==> config.mk <==
export PLATFORM = sky130hd
export DESIGN_NAME = c45_mdio_ctrl
export DESIGN_NICKNAME = d
export VERILOG_FILES = /design/src/rtl/c45_mdio_pkg.sv /design/src/rtl/c45_mdc_gen.sv /design/src/rtl/c45_frame_seq.sv /design/src/rtl/c45_mdio_regs.sv /design/src/rtl/c45_mdio_ctrl.sv
export SDC_FILE = /design/constraint.sdc
export NUM_CORES = 1
export LEC_CHECK = 0
export ABC_AREA = 1
export ABC_CLOCK_PERIOD_IN_PS = 2100
export BUFFER_PORTS_ARGS = -buffer_cell sky130_fd_sc_hd__buf_2
export CAP_MARGIN = 20
export CORE_MARGIN = 2
export CORE_UTILIZATION = 35
export CTS_BUF_LIST = sky130_fd_sc_hd__clkbuf_4 sky130_fd_sc_hd__clkbuf_8 sky130_fd_sc_hd__clkbuf_16
export CTS_CLUSTER_DIAMETER = 100
export DETAILED_ROUTE_END_ITERATION = 6
export GPL_TIMING_DRIVEN = 0
export SETUP_SLACK_MARGIN = 0.4
export SYNTH_ARGS = -nofsm -noshare
export SYNTH_HDL_FRONTEND = slang
export SYNTH_HIERARCHICAL = 1
export SYNTH_SLANG_ARGS = --single-unit
==> constraint.sdc <==
create_clock -name clk -period 2.1 [get_ports clk]
set_input_delay 0.21 -clock clk [delete_from_list [all_inputs] [get_ports clk]]
set_output_delay 0.21 -clock clk [all_outputs]
set_load 0.1 [all_outputs]
==> src/rtl/c45_mdio_pkg.sv <==
// Package: shared constants and the frame builder for the Clause 45
// management controller. Assumes 64-bit frames: 32 preamble, 2 start,
// 2 opcode, 5 port, 5 device, 2 turnaround, 16 data.
package c45_mdio_pkg;

    localparam int FRAME_BITS = 64;
    localparam int TA_BIT     = 46;
    localparam int TA_LAST    = 47;
    localparam int LAST_BIT   = FRAME_BITS - 1;
    localparam int REG_W      = 32;

    localparam logic [1:0] OPC_ADDR  = 2'b00;
    localparam logic [1:0] OPC_WRITE = 2'b01;
    localparam logic [1:0] OPC_READ  = 2'b11;

    localparam logic [2:0] CMD_WR = 3'd5;
    localparam logic [2:0] CMD_RD = 3'd7;

    localparam int MGMT_OFS = 0;
    localparam int ADDR_OFS = 8;

    typedef logic [FRAME_BITS-1:0] frame_t;

    // Build a complete frame, MSB is sent first.
    function automatic frame_t build_frame(input logic [1:0]  opc,
                                           input logic [4:0]  prt,
                                           input logic [4:0]  dev,
                                           input logic [15:0] payload);
        return {32'hFFFF_FFFF, 2'b00, opc, prt, dev, 2'b10, payload};
    endfunction

endpackage

==> src/rtl/c45_mdc_gen.sv <==
// Management clock generator. Runs only while 'run' is high and restarts
// its phase at zero each time an access begins. Assumes HALF >= 1.
// mdc is low for the first HALF cycles of a bit and high for the rest;
// bit_end marks the last cycle of each bit.
module c45_mdc_gen #(
    parameter int HALF = 2
) (
    input  logic clk,
    input  logic rst_n,
    input  logic run,
    output logic mdc,
    output logic bit_end
);
    localparam int PER = 2 * HALF;
    localparam int PW  = (PER > 2) ? $clog2(PER) : 1;

    logic [PW-1:0] phase_q;

    // Phase counter within one bit time, held at zero while idle.
    always_ff @(posedge clk) begin
        if (!rst_n || !run) begin
            phase_q <= '0;
        end else if (phase_q == PW'(PER - 1)) begin
            phase_q <= '0;
        end else begin
            phase_q <= phase_q + 1'b1;
        end
    end

    assign mdc     = run && (phase_q >= PW'(HALF));
    assign bit_end = run && (phase_q == PW'(PER - 1));

endmodule

==> src/rtl/c45_frame_seq.sv <==
// Two-frame sequencer. On 'start' it loads an address frame and queues the
// write or read frame, then shifts one bit per bit_end. During the read
// frame it releases the line from the turnaround on, checks the second
// turnaround bit and collects 16 data bits. 'done' pulses in the cycle
// the last bit ends; rd_data is valid in that cycle.
module c45_frame_seq
    import c45_mdio_pkg::*;
(
    input  logic        clk,
    input  logic        rst_n,
    input  logic        start,
    input  logic        is_read,
    input  logic [4:0]  prt,
    input  logic [4:0]  dev,
    input  logic [15:0] addr16,
    input  logic [15:0] wdata16,
    input  logic        bit_end,
    input  logic        mdio_i,
    output logic        run,
    output logic        mdio_o,
    output logic        mdio_oe,
    output logic        done,
    output logic        rd_ok,
    output logic [15:0] rd_data
);
    localparam int BW = $clog2(FRAME_BITS);

    logic          run_q;
    logic          second_q;
    logic          rd_q;
    logic [BW-1:0] bit_q;
    frame_t        sh_q;
    frame_t        next_q;
    logic          ta_ok_q;
    logic [15:0]   cap_q;
    logic          last_bit;
    logic          listen;

    assign last_bit = bit_end && (bit_q == BW'(LAST_BIT));
    assign listen   = second_q && rd_q;

    // Access state: running flag, frame index and bit index.
    always_ff @(posedge clk) begin
        if (!rst_n) begin
            run_q    <= 1'b0;
            second_q <= 1'b0;
            rd_q     <= 1'b0;
            bit_q    <= '0;
        end else if (start && !run_q) begin
            run_q    <= 1'b1;
            second_q <= 1'b0;
            rd_q     <= is_read;
            bit_q    <= '0;
        end else if (run_q && bit_end) begin
            if (last_bit) begin
                bit_q <= '0;
                if (second_q) begin
                    run_q    <= 1'b0;
                    second_q <= 1'b0;
                end else begin
                    second_q <= 1'b1;
                end
            end else begin
                bit_q <= bit_q + 1'b1;
            end
        end
    end

    // Outgoing shift register and the frame queued behind it.
    always_ff @(posedge clk) begin
        if (!rst_n) begin
            sh_q   <= '0;
            next_q <= '0;
        end else if (start && !run_q) begin
            sh_q   <= build_frame(OPC_ADDR, prt, dev, addr16);
            next_q <= build_frame(is_read ? OPC_READ : OPC_WRITE, prt, dev,
                                  is_read ? 16'hFFFF : wdata16);
        end else if (run_q && bit_end) begin
            if (last_bit && !second_q) begin
                sh_q <= next_q;
            end else begin
                sh_q <= {sh_q[FRAME_BITS-2:0], 1'b1};
            end
        end
    end

    // Read capture: turnaround check and incoming data bits.
    always_ff @(posedge clk) begin
        if (!rst_n) begin
            ta_ok_q <= 1'b0;
            cap_q   <= '0;
        end else if (start && !run_q) begin
            ta_ok_q <= 1'b0;
        end else if (run_q && bit_end && listen) begin
            if (bit_q == BW'(TA_LAST)) begin
                ta_ok_q <= !mdio_i;
            end
            if (bit_q > BW'(TA_LAST)) begin
                cap_q <= {cap_q[14:0], mdio_i};
            end
        end
    end

    assign run     = run_q;
    assign mdio_o  = sh_q[FRAME_BITS-1];
    assign mdio_oe = run_q && !(listen && (bit_q >= BW'(TA_BIT)));
    assign done    = run_q && second_q && last_bit;
    assign rd_ok   = ta_ok_q;
    assign rd_data = {cap_q[14:0], mdio_i};

endmodule

==> src/rtl/c45_mdio_regs.sv <==
// Register file: the address register and the management register.
// Decodes launches, blocks all writes while busy and takes read results
// when the sequencer finishes. Read data is combinational on reg_addr.
module c45_mdio_regs
    import c45_mdio_pkg::*;
#(
    parameter int ADDR_W = 4
) (
    input  logic              clk,
    input  logic              rst_n,
    input  logic              we,
    input  logic [ADDR_W-1:0] addr,
    input  logic [REG_W-1:0]  wdata,
    input  logic              busy,
    input  logic              done,
    input  logic              rd_ok,
    input  logic [15:0]       rd_data,
    output logic [REG_W-1:0]  rdata,
    output logic              start,
    output logic              is_read,
    output logic [4:0]        prt,
    output logic [4:0]        dev,
    output logic [15:0]       addr16,
    output logic [15:0]       wdata16,
    output logic              rd_valid
);
    logic [15:0] addr_q;
    logic [15:0] data_q;
    logic [4:0]  prt_q;
    logic [4:0]  dev_q;
    logic [2:0]  cmd_q;
    logic        valid_q;
    logic        mgmt_hit;
    logic        addr_hit;
    logic        cmd_ok;
    logic [2:0]  cmd_in;
    logic        unused_hi;

    assign cmd_in    = wdata[28:26];
    assign cmd_ok    = (cmd_in == CMD_WR) || (cmd_in == CMD_RD);
    assign mgmt_hit  = we && !busy && (addr == ADDR_W'(MGMT_OFS));
    assign addr_hit  = we && !busy && (addr == ADDR_W'(ADDR_OFS));
    assign start     = mgmt_hit && cmd_ok;
    assign unused_hi = ^wdata[31:29];

    // Address register, loaded only while idle.
    always_ff @(posedge clk) begin
        if (!rst_n) begin
            addr_q <= '0;
        end else if (addr_hit) begin
            addr_q <= wdata[15:0];
        end
    end

    // Management fields: latched on launch, data replaced by a good read.
    always_ff @(posedge clk) begin
        if (!rst_n) begin
            data_q  <= '0;
            prt_q   <= '0;
            dev_q   <= '0;
            cmd_q   <= '0;
            valid_q <= 1'b0;
        end else if (start) begin
            data_q  <= wdata[15:0];
            prt_q   <= wdata[20:16];
            dev_q   <= wdata[25:21];
            cmd_q   <= cmd_in;
            valid_q <= 1'b0;
        end else if (done && (cmd_q == CMD_RD) && rd_ok) begin
            data_q  <= rd_data;
            valid_q <= 1'b1;
        end
    end

    // Read-back multiplexer.
    always_comb begin
        rdata = '0;
        if (addr == ADDR_W'(MGMT_OFS)) begin
            rdata = {1'b0, busy, valid_q, cmd_q, dev_q, prt_q, data_q};
        end else if (addr == ADDR_W'(ADDR_OFS)) begin
            rdata = {16'h0000, addr_q};
        end
    end

    assign is_read  = (cmd_in == CMD_RD);
    assign prt      = wdata[20:16];
    assign dev      = wdata[25:21];
    assign wdata16  = wdata[15:0];
    assign addr16   = addr_q;
    assign rd_valid = valid_q;

endmodule

==> src/rtl/c45_mdio_ctrl.sv <==
// Top of the Clause 45 management controller: register file, two-frame
// sequencer and management clock generator. The data line is split into
// mdio_o / mdio_oe / mdio_i; the pad and its pull-up sit outside.
module c45_mdio_ctrl
    import c45_mdio_pkg::*;
#(
    parameter int MDC_HALF = 2,
    parameter int ADDR_W   = 4
) (
    input  logic              clk,
    input  logic              rst_n,
    input  logic              reg_we,
    input  logic [ADDR_W-1:0] reg_addr,
    input  logic [31:0]       reg_wdata,
    output logic [31:0]       reg_rdata,
    output logic              mdc,
    output logic              mdio_o,
    output logic              mdio_oe,
    input  logic              mdio_i
);
    logic        busy_w;
    logic        start_w;
    logic        is_read_w;
    logic [4:0]  prt_w;
    logic [4:0]  dev_w;
    logic [15:0] addr16_w;
    logic [15:0] wdata16_w;
    logic        bit_end_w;
    logic        done_w;
    logic        rd_ok_w;
    logic [15:0] rd_data_w;
    logic        rd_valid_w;

    c45_mdio_regs #(.ADDR_W(ADDR_W)) u_regs (
        .clk      (clk),
        .rst_n    (rst_n),
        .we       (reg_we),
        .addr     (reg_addr),
        .wdata    (reg_wdata),
        .busy     (busy_w),
        .done     (done_w),
        .rd_ok    (rd_ok_w),
        .rd_data  (rd_data_w),
        .rdata    (reg_rdata),
        .start    (start_w),
        .is_read  (is_read_w),
        .prt      (prt_w),
        .dev      (dev_w),
        .addr16   (addr16_w),
        .wdata16  (wdata16_w),
        .rd_valid (rd_valid_w)
    );

    c45_frame_seq u_seq (
        .clk     (clk),
        .rst_n   (rst_n),
        .start   (start_w),
        .is_read (is_read_w),
        .prt     (prt_w),
        .dev     (dev_w),
        .addr16  (addr16_w),
        .wdata16 (wdata16_w),
        .bit_end (bit_end_w),
        .mdio_i  (mdio_i),
        .run     (busy_w),
        .mdio_o  (mdio_o),
        .mdio_oe (mdio_oe),
        .done    (done_w),
        .rd_ok   (rd_ok_w),
        .rd_data (rd_data_w)
    );

    c45_mdc_gen #(.HALF(MDC_HALF)) u_mdc (
        .clk     (clk),
        .rst_n   (rst_n),
        .run     (busy_w),
        .mdc     (mdc),
        .bit_end (bit_end_w)
    );

endmodule

Word-level counts from Yosys, hierarchy flattened
Index checks and enable logic that the tools add are counted.
{ "totals": {"in_bits": 40, "regBits": 167, "elab_cells": 82} }
{ "classes": {"bitwise": 2, "n_lt_le_gt_ge": 3, "mux": 15, "eq_ne": 7, "n_reduce_logical": 37, "addsub": 2} }
{ "op_table": {"columns": ["op", "n"], "rows": [
  ["2-to-1 mux 64 bit", 3],
  ["2-to-1 mux 16 bit", 4],
  ["2-to-1 mux 32 bit", 1],
  ["logical AND 1 bit", 18],
  ["== test 6 bit, second input constant", 2],
  ["== test 3 bit, second input constant", 3],
  ["nonzero test 2 bit", 4],
  ["adder 6 x 1 -> 6 bit, second input constant", 1],
  ["greater-or-equal comparator 6 bit, second input constant", 1],
  ["greater-than comparator 6 bit, second input constant", 1],
  ["2-to-1 mux 6 bit", 1],
  ["AND reduction 3 bit", 2],
  ["OR reduction 2 bit", 3],
  ["logical NOT 1 bit", 5],
  ["2-to-1 mux 1 bit", 5],
  ["== test 4 bit, second input constant", 1],
  ["logical NOT 4 bit", 1],
  ["AND reduction 2 bit", 2],
  ["adder 2 x 1 -> 2 bit, second input constant", 1],
  ["== test 2 bit, second input constant", 1],
  ["greater-or-equal comparator 2 bit, second input constant", 1],
  ["logical OR 1 bit", 2],
  ["2-to-1 mux 2 bit", 1],
  ["NOT 1 bit", 2]
]} }

Longest topological paths before layout
Gate-level depths: netlist (run 1).
{ "logic_depth": {"word_depth": 8, "depth_mapped": 14} }

By module
Netlist (run 1), hierarchy kept.
{ "by_module_without_submodules": {"columns": ["module", "seq_area_each_um2", "area_each_um2", "instances", "cells_each"], "rows": [
  ["c45_frame_seq", 2322.2, 5290.1, 1, 778],
  ["c45_mdio_regs", 920.9, 2755.1, 1, 398],
  ["c45_mdc_gen", 40.0, 97.6, 1, 11]
]} }

Worst setup path after synthesis (run 1)
No wires, ideal clock.
{ "synth_path": {"kind": "in2out", "startpoint": "input port reg_addr[3]", "endpoint": "output port reg_rdata[11]", "cell_stages": 6, "t_required_ns": 1.890, "arrival_time_ns": 2.827, "n_path_buf": 1, "path_slack_ns": -0.937, "path_cell_list": "inv_2 -> nand2_2 -> nor2_8 -> inv_2 -> buf_2 -> o21ai_0"} }
{ "synth_between": {"elab_chain_cells": 3, "elab_cells_between_ends": 4, "cone_classes": "eq/ne: 1; mux: 2; reduce/logical: 1"} }
{ "synth_lines": {"columns": ["item", "line", "text"], "rows": [
  ["from (decl)", "c45_mdio_ctrl.sv:13", "input logic [ADDR_W-1:0] reg_addr,"],
  ["== test 4 bit", "c45_mdio_regs.sv:80", "end else if (addr == ADDR_W'(ADDR_OFS)) begin"],
  ["2-to-1 mux 16 bit", "c45_mdio_regs.sv:80", null],
  ["2-to-1 mux 32 bit *", "c45_mdio_regs.sv:78", "if (addr == ADDR_W'(MGMT_OFS)) begin"],
  ["to (decl)", "c45_mdio_ctrl.sv:15", "output logic [31:0] reg_rdata,"]
]} }
Every way passes the cells marked *; elsewhere a longest branch is shown, timed or not.

Worst setup path in the final report (run 1)
{ "layout_path": {"startpoint": "register u_mdc.phase_q[0]", "endpoint": "register u_regs.data_q[10]"} }
{ "layout_between": {"elab_chain_cells": 7} }
{ "layout_lines": {"columns": ["item", "line", "text"], "rows": [
  ["from (decl)", "c45_mdc_gen.sv:17", "logic [PW-1:0] phase_q;"],
  ["from (signal assigned)", "c45_mdc_gen.sv:26", "phase_q <= phase_q + 1'b1;"],
  ["== test 2 bit", "c45_mdc_gen.sv:31", "assign bit_end = run && (phase_q == PW'(PER - 1));"],
  ["logical AND 1 bit", "c45_mdc_gen.sv:31", null],
  ["via bit_end_w", "c45_mdio_ctrl.sv:28", "logic bit_end_w;"],
  ["logical AND 1 bit", "c45_frame_seq.sv:39", "assign last_bit = bit_end && (bit_q == BW'(LAST_BIT));"],
  ["logical AND 1 bit", "c45_frame_seq.sv:107", "assign done = run_q && second_q && last_bit;"],
  ["via done_w", "c45_mdio_ctrl.sv:29", "logic done_w;"],
  ["logical AND 1 bit (2 in a row)", "c45_mdio_regs.sv:69", "end else if (done && (cmd_q == CMD_RD) && rd_ok) begin"],
  ["nonzero test 2 bit (no line)", null, null],
  ["to (signal assigned)", "c45_mdio_regs.sv:64", "data_q <= wdata[15:0];"],
  ["to (signal assigned)", "c45_mdio_regs.sv:70", "data_q <= rd_data;"],
  ["to (decl)", "c45_mdio_regs.sv:28", "logic [15:0] data_q;"]
]} }
The timed path passes the listed nets, and every way through them passes these cells.
A chain may end at the register's enable or synchronous reset.

==> results of run 1 <==
[cell families (layout without fill, tap and decap cells)]
family	count (synthesis)	after routing	synth area share
compound gates	201	201	0.1317
xor+xnor	2	2	0.002152
fa+ha+maj	4	4	0.006147
buf+inv	333	479	0.1809
flops	164	164	0.4032
other cells	1	1	0.0004605
simple gates	482	482	0.2755
[repair_timing]
| action | CTS | global route |
|---|---|---|
| resized for setup | 128 | 140 |
| gates cloned | 1 | 5 |
| pin swaps | 31 | 21 |
| buffers inserted | 22 | 16 |
| setup endpoints to repair | 157 | 142 |
[per-stage QoR]
stage	total power, mW	hold slack [ns]	worst slack, ns
finish	6.698	0.05714	0.1595
global route	6.928	0.05308	0.06560
CTS	6.738	0.04254	0.2181
detailed placement	3.548	0.4411	-0.1279
global placement	3.547	0.4369	-0.08568
floorplan	3.426	0.3382	0.2086
[worst max-delay path by stage]
stage          slack (ns)              from           endpoint  depth (start not counted)
2_1_floorplan        0.21       reg_addr[3]      reg_rdata[11]                          6
3_3_place_gp        -0.09  u_mdc/phase_q[1]   u_regs/data_q[7]                         12
3_5_place_dp        -0.13  u_mdc/phase_q[1]   u_regs/data_q[7]                         12
4_1_cts              0.22  u_mdc/phase_q[0]   u_regs/data_q[7]                         13
5_1_grt              0.07  u_mdc/phase_q[0]  u_regs/data_q[10]                         13
6_report             0.16  u_mdc/phase_q[0]  u_regs/data_q[10]                         13
[metal layers]
metal  track usage  part of all wire  wire [µm]  vias to the layer above
li1              -                 -          -                     3950
met1        0.2701              0.48      11390                     3676
met2        0.3166              0.46      10970                      164
met3       0.02769             0.039        925                       25
met4       0.06335             0.018        420                        0
met5             0                 0          0                        -
[power by group through the flow]
stage / registers [mW] / logic, mW / clock network, mW
after detailed placement: 3.21 / 0.337 / 0
final: 3.14 / 0.373 / 3.19
after floorplan: 3.21 / 0.219 / 0
after CTS: 3.14 / 0.355 / 3.24
after global routing: 3.14 / 0.406 / 3.38
after global placement: 3.21 / 0.336 / 0
[registers in the layout (all words and copies together), names as in the netlist, 5 cells and up]
register       count
u_seq/sh_q        64
u_seq/next_q      28
u_regs/addr16     16
u_regs/data_q     16
u_seq/cap_q       15
u_seq/bit_q        6
u_regs/dev_q       5
u_regs/prt_q       5
[worst max-delay path: stages, from the launching register on]
cell and delay, ns:
dfxtp_4 0.36, ha_4 0.14, nand2_4 0.05, inv_4 0.08, nand2_4 0.05, nor2_4 0.09, buf_6 0.10, nand4_1 0.16
inv_2 0.11, nand4_4 0.11, buf_12 0.17, buf_12 0.14, nor3_4 0.22, nor2_2 0.05
[layout make-up]
class                           count  area [µm²]  area share
Multi-Input combinational cell    690        4220      0.3756
Sequential cell                   164        3302      0.2938
Timing Repair Buffer              114       975.9     0.08685
Inverter                          233       910.9     0.08106
Buffer                            100       875.8     0.07794
Clock buffer                       17       425.4     0.03786
Tap cell                          285       356.6     0.03173
Clock inverter                     15       170.2     0.01514
[cell usage in the layout (no fill, tap or decap), types with 11 or more instances in the layout]
master / n
nor2_2: 18
dfxtp_1: 157
nand2_2: 15
buf_8: 14
inv_2: 11
buf_2: 41
nor2_4: 18
o21ai_0: 49
nor2_1: 74
o21ai_4: 14
nand2_1: 196
o21ai_2: 11
nor3_2: 11
clkbuf_16: 23
inv_1: 212
nand3_1: 68
a21oi_1: 41
nand4_1: 29
o21ai_1: 50
clkbuf_1: 21
buf_6: 31
buf_4: 84
nor3_4: 18
==> impl_metrics.yaml, run 1 <==
run_status:
  status: "finished clean"
logic_synthesis:
  ys_top_cells_by_count: "inv_1 (219), nand2_1 (215), dfxtp_1 (164)"
  synth_top_area_frac: 0.4032
  ys_seq_area_frac: 0.4032
  ys_warn_count: 6
  synthTopCellsByArea: "dfxtp_1 (40%), inv_1 (10%), nand2_1 (9.9%)"
  synthCells: 1187
  syn_avg_cell_area_um2: 6.860
  yosys_register_bits: 164
  synthFlopType: "dfxtp_1"
  ys_async_sr_fraction: 0
  yosysUniqueCellTypes: 40
  yosysMostFrequentCell: "inv_1"
  synth-edff-count: 0
  synth_nets: 1231
  synth_area_leader_cell: "dfxtp_1"
  syn-cell-area_mm2: 0.008143
placement:
  placedInstanceArea_mm2: 0.009351
  place.gp.congestion: 0.8815
  portBuffers: 70
  dp_hpwl_um: 16590
  placed_cells_incl_taps: 1542
final_layout:
  nFillCells: 2230
  fin_cells: 1618
  drive_gt1_frac: 0.3001
  fin_nets: 1364
  final_area_mm2: 0.01124
  area_growth_syn_to_layout_pct: 38.00
  n_antenna_cell: 0
  final_core_util: 0.4948
power_and_ir_drop:
  p_seq_frac: 0.468
  leakage_nw: 5.166
  sw_frac_of_total: 0.2479
  switching_power_mw: 1.660
  internal_power_mw: 5.038
  ir_drop_uv: 426.6
  p_per_area_mw_per_mm2: 596.1
  p_clk_frac: 0.476
  comb_power_share: 0.056
global_route:
  grt_pass1_vias: 7493
  grt_antenna_before_repair: 0
  grtUsageTotal: 0.1960
  grt_max_degree: 17
  gr-total-overflow: 0
  grt_pass1_wl_um: 38130
die:
  core.rowCount: 55
  ioPinCount: 75
  die_w_um: 156.5
  die_y_um: 156.5
  start_util: 0.3586
  core_mm2: 0.02271
  die_area_mm2: 0.02450
clocking:
  cts_sinks: 164
  cts.reportedPaths.clkPinSlew_ns: 0.07
  h-tree-depth: 4
  insertion_delay_ns: 0.43
  tritoncts: "built"
  hold_buffers: 0
  numCtsBuffers: 17
  cts-root-buf: "clkbuf_16"
  cts_buffer_depth: 2
timing:
  fin_skew_ns: 0.01276
  fin_crit_ns: 1.940
  rsz0062_at_grt: "yes"
  finalHoldViolations: 0
  setup_viol: 0
  maxSlewViolCount: 0
  clock.fmax_mhz: 515.3
  post-route-period-util: 0.9240
  setup_tns_ns: 0
  slew_headroom: 0.4230
  worst_slew_pin_slew_ns: 0.8655
detailed_routing:
  drtPass1Iterations: 5
  wirelength_um: 23700
  drc: 0
  ant_nets: 0
  drt_iter0_markers: 455
  vias: 7815
  viasPerCell: 4.830
  wl_per_cell_um: 14.65
min_path:
  worst_hold_path.num_cells: 3
  hold_path.class: "in2reg"
  min_from: "reg_wdata[8]"
  min_to: "u_regs/addr16[8]"
critical_path:
  ff2ff_path_depth: 13
  crit_type: "reg2reg"
  regToRegStartpoint: "u_mdc/phase_q[0]"
  rrSetupSlack_ns: 0.16
  cp-start-kind: "flip-flop"
  r2r-end: "u_regs/data_q[10]"
  worstPathRequired_ns: 2.42
  cp-end-kind: "flip-flop"
  worstPathArrival_ns: 2.26
  worst-path-max-fanout: 6
job:
  maxCapViolCount: 0
No activity file was read; power rests on OpenSTA's default activity.
==> inputs of run 2 (changes only) <==
--- a/config.mk
+++ b/config.mk
@@ -7,7 +7,7 @@
 export LEC_CHECK = 0
 export ABC_AREA = 1
 export ABC_CLOCK_PERIOD_IN_PS = 2100
-export BUFFER_PORTS_ARGS = -buffer_cell sky130_fd_sc_hd__buf_2
+export BUFFER_PORTS_ARGS = -buffer_cell sky130_fd_sc_hd__buf_4
 export CAP_MARGIN = 20
 export CORE_MARGIN = 2
 export CORE_UTILIZATION = 35
@@ -15,6 +15,7 @@
 export CTS_CLUSTER_DIAMETER = 100
 export DETAILED_ROUTE_END_ITERATION = 6
 export GPL_TIMING_DRIVEN = 0
+export PLACE_DENSITY = 0.57
 export SETUP_SLACK_MARGIN = 0.4
 export SYNTH_ARGS = -nofsm -noshare
 export SYNTH_HDL_FRONTEND = slang
==> run 2 against run 1 <==
Final cell count rose by 0.74%. Fmax rose by 0.35%. Setup slack improved by 0.0069 ns. Sequential power barely moved. Non-clock buffer count rose by 12. Core utilization rose by 0.62 points. First-iteration DRC count rose by 14%. Total power fell by 0.73%. Clock skew rose by 0.0017 ns. Sequential share of layout area fell by 0.41 points. Cell area rose by 1.3%. Largest power group is now registers. Highest routed layer unchanged.
==> impl_metrics.yaml, run 2 (same netlist as run 1, synthesis figures left out) <==
run_status:
  status: "finished clean"
critical_path:
  worstPathRequired_ns: 2.42
  cp-end-kind: "flip-flop"
  crit_type: "reg2reg"
  worst-path-max-fanout: 6
  worstPathArrival_ns: 2.25
  cp-start-kind: "flip-flop"
power_and_ir_drop:
  sw_frac_of_total: 0.2512
  p_seq_frac: 0.472
  comb_power_share: 0.060
  p_per_area_mw_per_mm2: 584.4
  p_clk_frac: 0.468
  leakage_nw: 5.307
  switching_power_mw: 1.670
  ir_drop_uv: 555.2
  internal_power_mw: 4.979
placement:
  dp_hpwl_um: 16830
  portBuffers: 70
  place.gp.congestion: 0.8368
  placed_cells_incl_taps: 1542
min_path:
  hold_path.class: "in2reg"
timing:
  finalHoldViolations: 0
  fin_crit_ns: 1.934
  fin_skew_ns: 0.01442
  clock.fmax_mhz: 517.2
  setup_viol: 0
  post-route-period-util: 0.9208
  rsz0062_at_grt: "yes"
  worst_slew_pin_slew_ns: 0.6650
  slew_headroom: 0.5566
  holdWs_ns: 0.03444
  maxSlewViolCount: 0
global_route:
  grt_pass1_wl_um: 38260
  grt_max_degree: 17
  gr-total-overflow: 0
  grt_antenna_before_repair: 0
  grt_pass1_vias: 7290
  grtUsageTotal: 0.1998
detailed_routing:
  viasPerCell: 4.816
  drc: 0
  wl_per_cell_um: 14.84
  wirelength_um: 24200
  drt_iter0_markers: 520
  drtPass1Iterations: 5
  ant_nets: 0
  vias: 7850
final_layout:
  final_core_util: 0.5010
  max_flop_register: "u_seq/sh_q"
  fin_nets: 1376
  largest_reg_flops: 64
  fin_cells: 1630
  final_common_cell: "inv_1"
  final_cell_mix: "inv_1 (213), nand2_1 (190), dfxtp_1 (157)"
  area_growth_syn_to_layout_pct: 39.74
  n_antenna_cell: 0
  drive_gt1_frac: 0.2996
  largestRegisters: "u_seq/sh_q: 64 flops, u_seq/next_q: 28 flops"
clocking:
  cts-root-buf: "clkbuf_16"
  cts.reportedPaths.clkPinSlew_ns: 0.07
  cts_sinks: 164
  tritoncts: "built"
  cts_buffer_depth: 2
  numCtsBuffers: 17
  insertion_delay_ns: 0.44
  h-tree-depth: 4
die:
  core_mm2: 0.02271
  die_w_um: 156.5
  core.rowCount: 55
  start_util: 0.3586
  die_y_um: 156.5
  ioPinCount: 75
  die_area_mm2: 0.02450
job:
  maxCapViolCount: 0
[run 2: cell count changes in the layout (fill, tap and decap cells not counted), sizes merged]
cell      previous run  this run
buf                179       187
bufbuf               0         1
bufinv               2         1
clkbuf              52        56
clkinv               4         7
clkinvlp             5         1
inv                237       238
[run 2: path summary, 6_finish.rpt]
check	endpoint	cells after the start	startpoint	slack [ns]
worst max-delay path	u_regs/data_q[10]	12	u_mdc/phase_q[0]	0.17
worst min-delay path	u_regs/addr16[7]	3	reg_wdata[7]	0.03
worst min register to register	u_seq/sh_q[30]	2	u_seq/sh_q[29]	0.46
worst max register to register	u_regs/data_q[10]	12	u_mdc/phase_q[0]	0.17
[run 2: metal layers]
| metal | share of wire | track usage | vias to the layer above | wire, µm |
|---|---|---|---|---|
| met4 | 0.020 | 0.06509 | 0 | 474 |
| met2 | 0.45 | 0.3080 | 202 | 10780 |
| li1 | - | - | 3976 | - |
| met5 | 0 | 0 | - | 0 |
| met3 | 0.051 | 0.03766 | 31 | 1228 |
| met1 | 0.48 | 0.2811 | 3641 | 11720 |
[run 2: metrics by stage]
stage | power [mW] | cell area [µm²] | worst slack, ns | TNS [ns]
after CTS | 6.709 | 10720 | 0.1820 | 0
after floorplan | 3.426 | 8645 | 0.2086 | 0
after detailed placement | 3.573 | 9527 | -0.1052 | -1.171
after global routing | 6.880 | 11380 | 0.07636 | 0
final | 6.649 | 11380 | 0.1664 | 0
after global placement | 3.572 | 9527 | -0.09892 | -0.8229
[run 2: final cells by class]
type | instances | area, µm²
Tap cell | 285 | 356.6
Timing Repair Buffer | 126 | 1280
Fill cell | 2230 | 11330
Clock buffer | 18 | 439.2
Clock inverter | 14 | 136.4
Multi-Input combinational cell | 690 | 4093
Buffer | 100 | 863.3
Sequential cell | 164 | 3297
Inverter | 233 | 913.4
[run 2: worst max-delay path, stage by stage, from the launching register on]
cell       delay [ns]
dfxtp_2          0.36
ha_4             0.15
nand2_4          0.05
inv_6            0.07
nand2_4          0.07
clkinv_4         0.07
buf_8            0.09
nand4_1          0.16
inv_2            0.11
nand4_4          0.15
clkbuf_16        0.22
nor3_4           0.26
nor2_2           0.04
[run 2: what timing repair did]
item                       4_1_cts  5_1_grt
setup buffers                   31       16
resized for setup               90      130
setup endpoints to repair      153      140
cloned                           4        5
hold buffers                     0        0
pin swaps                       26       47
[run 2: power groups by stage]
stage / clock network, mW / registers, mW / logic, mW
after floorplan: 0 / 3.21 / 0.219
after global placement: 0 / 3.21 / 0.360
after detailed placement: 0 / 3.21 / 0.361
after CTS: 3.19 / 3.14 / 0.380
after global routing: 3.31 / 3.14 / 0.430
final: 3.11 / 3.14 / 0.396
==> inputs of run 3 (changes only) <==
--- a/config.mk
+++ b/config.mk
@@ -5,7 +5,6 @@
 export SDC_FILE = /design/constraint.sdc
 export NUM_CORES = 1
 export LEC_CHECK = 0
-export ABC_AREA = 1
 export ABC_CLOCK_PERIOD_IN_PS = 2100
 export BUFFER_PORTS_ARGS = -buffer_cell sky130_fd_sc_hd__buf_4
 export CAP_MARGIN = 20
==> run 3 against run 2 <==
The flow now finishes with violations (setup timing). Synthesized area is 1.6% lower. Cell area is 6.2% higher. First-iteration DRC count rose by 22%. Global-route usage is 2.5 points higher. Final cell count decreased by 13%. Critical path depth down 2. Total power up 2.4%. Largest cell class unchanged.
==> impl_metrics.yaml, run 3 <==
die:
  ioPinCount: 75
  start_util: 0.3548
  die_area_mm2: 0.02411
  die_y_um: 155.3
  die_w_um: 155.3
  core.rowCount: 55
  core_mm2: 0.02257
timing:
  setup_slack_ns: -0.05219
  worst_slew_pin_slew_ns: 0.9575
  rsz0062_at_grt: "yes"
  fin_skew_ns: 0.01321
  fin_crit_ns: 2.152
  clock.fmax_mhz: 464.6
  finalHoldViolations: 0
  maxSlewViolCount: 0
  setup_viol: 10
  post-route-period-util: 1.025
  slew_headroom: 0.3617
critical_path:
  worst-path-max-fanout: 7
  r2r-end: "u_regs/data_q[6]"
  rrSetupSlack_ns: -0.05
  worstPathRequired_ns: 2.45
  endpoint: "u_regs/data_q[6]"
  worstPathArrival_ns: 2.51
  regToRegStartpoint: "u_seq/bit_q[1]"
  ff2ff_path_depth: 10
  cp-end-kind: "flip-flop"
  crit_start: "u_seq/bit_q[1]"
  cp-start-kind: "flip-flop"
  crit_type: "reg2reg"
final_layout:
  final_core_util: 0.5355
  largest_reg_flops: 64
  final_common_cell: "dfxtp_1"
  drive_gt1_frac: 0.4654
  final_cell_mix: "dfxtp_1 (159), buf_4 (111), o21ai_0 (79)"
  final_area_mm2: 0.01209
  area_growth_syn_to_layout_pct: 50.91
  max_flop_register: "u_seq/sh_q"
  largestRegisters: "u_seq/sh_q: 64 flops, u_seq/next_q: 28 flops"
  fin_nets: 1157
run_status:
  status: "finished with violations"
  violations: "setup timing"
detailed_routing:
  vias: 8035
  drtPass1Iterations: 5
  ant_nets: 0
  drc: 0
  wirelength_um: 28410
  viasPerCell: 5.691
  drt_iter0_markers: 633
  wl_per_cell_um: 20.12
global_route:
  grt_max_degree: 17
  gr-total-overflow: 0
  grt_pass1_vias: 7579
  grt_antenna_before_repair: 0
  grt_pass1_wl_um: 42180
  grtUsageTotal: 0.2246
logic_synthesis:
  synth_area_leader_cell: "dfxtp_1"
  yosysMostFrequentCell: "dfxtp_1"
  ys_top_cells_by_count: "dfxtp_1 (164), o21ai_0 (129), nand2_1 (73)"
  synth_nets: 996
  ys_seq_area_frac: 0.4099
  ys_warn_count: 6
  synth_top_area_frac: 0.4099
  yosys_register_bits: 164
  yosysUniqueCellTypes: 59
  synthFlopType: "dfxtp_1"
  synthTopCellsByArea: "dfxtp_1 (41%), o21ai_0 (8.1%), a21oi_1 (3.9%)"
  syn_avg_cell_area_um2: 8.413
  synth-edff-count: 0
  ys_async_sr_fraction: 0
  syn-cell-area_mm2: 0.008009
  synthCells: 952
clocking:
  tritoncts: "built"
  hold_buffers: 0
  h-tree-depth: 4
  cts_sinks: 164
  numCtsBuffers: 17
  insertion_delay_ns: 0.44
  cts.reportedPaths.clkPinSlew_ns: 0.08
  cts_buffer_depth: 2
  cts-root-buf: "clkbuf_16"
power_and_ir_drop:
  sw_frac_of_total: 0.2520
  p_per_area_mw_per_mm2: 563.5
  comb_power_share: 0.064
  switching_power_mw: 1.717
  internal_power_mw: 5.095
  ir_drop_uv: 476.0
  p_seq_frac: 0.461
  p_clk_frac: 0.475
  leakage_nw: 4.156
job:
  maxCapViolCount: 0
placement:
  place.gp.congestion: 0.8410
  portBuffers: 70
  dp_hpwl_um: 17670
  placedInstanceArea_mm2: 0.008990
min_path:
  hold_path.class: "in2reg"
## run 3: cell count changes in the layout (fill, tap and decap cells not counted), sizes merged, moves of 25 or more
cell    delta
a21oi     +47
buf       +27
nand3     -28
nand2    -148
o221ai    +25
nor2      -91
inv      -211
## run 3: cell type report
class                      count  area (µm²)
buffer                       128        1135
timing repair buffer         140        1544
inverter                      22       87.58
sequential                   164        3297
tap                          285       356.6
antenna                        1       2.502
fill                        1955       10490
clock buffer                  18       432.9
multi-input combinational    640        5064
clock inverter                14       167.7
## run 3: worst max-delay path: stages, from the launching register on
cell      delay [ns]
dfxtp_4         0.40
ha_4            0.16
nand3_2         0.10
buf_6           0.16
nor2_4          0.10
and3_4          0.18
nand4_1         0.09
buf_6           0.16
buf_8           0.12
or3_1           0.38
a311oi_2        0.22
## run 3: layer usage
metal	vias up	track usage	part of all wire
met3	42	0.03983	0.062
met4	0	0.06903	0.019
met5	-	0	0
met2	298	0.3608	0.47
li1	3796	-	-
met1	3899	0.3085	0.45
## run 3: worst min path at each step
stage                      endpoint  depth (start not counted)           start
floorplan           u_regs/cmd_q[0]                          1           rst_n
global placement     u_seq/sh_q[16]                          2  u_seq/sh_q[16]
detailed placement   u_seq/sh_q[16]                          2  u_seq/sh_q[16]
CTS                 u_regs/dev_q[2]                          3   reg_wdata[23]
global route        u_regs/dev_q[3]                          3   reg_wdata[24]
finish              u_regs/prt_q[1]                          3   reg_wdata[17]
## run 3: cells by family (layout without fill, tap and decap cells)
family	after synthesis	in the layout	share of synthesized area
AOI/OAI and AO/OA	326	326	0.2703
xor gates and xnor gates	1	1	0.001094
adders and majority gates	4	4	0.006249
buffers and inverters	150	322	0.09936
DFF	164	164	0.4099
muxes	21	22	0.02640
other	1	2	0.0004682
and+or+nand+nor	285	286	0.1862
## run 3: what timing repair did
action	CTS	global route
setup endpoints to repair	160	178
gates resized for setup	223	256
pin swaps	27	55
cloned	13	1
setup buffers	43	15
## run 3: power by group through the flow
stage	clock network [mW]	registers, mW	logic [mW]
finish	3.24	3.14	0.434
global route	3.42	3.14	0.455
CTS	3.29	3.14	0.366
detailed placement	0	3.21	0.322
global placement	0	3.21	0.323
floorplan	0	3.21	0.171
## run 3: metrics by stage
stage / setup WS (ns) / TNS (ns) / hold slack [ns] / std cells / power [mW]
floorplan: 0.08457 / 0 / 0.3275 / 952 / 3.379
global placement: -0.5747 / -14.17 / 0.4347 / 1307 / 3.536
detailed placement: -0.5302 / -13.24 / 0.4481 / 1307 / 3.535
CTS: 0.002905 / 0 / 0.01811 / 1395 / 6.792
global route: -0.1173 / -0.9821 / 0.03191 / 1411 / 7.017
finish: -0.05219 / -0.2183 / 0.03449 / 1412 / 6.811
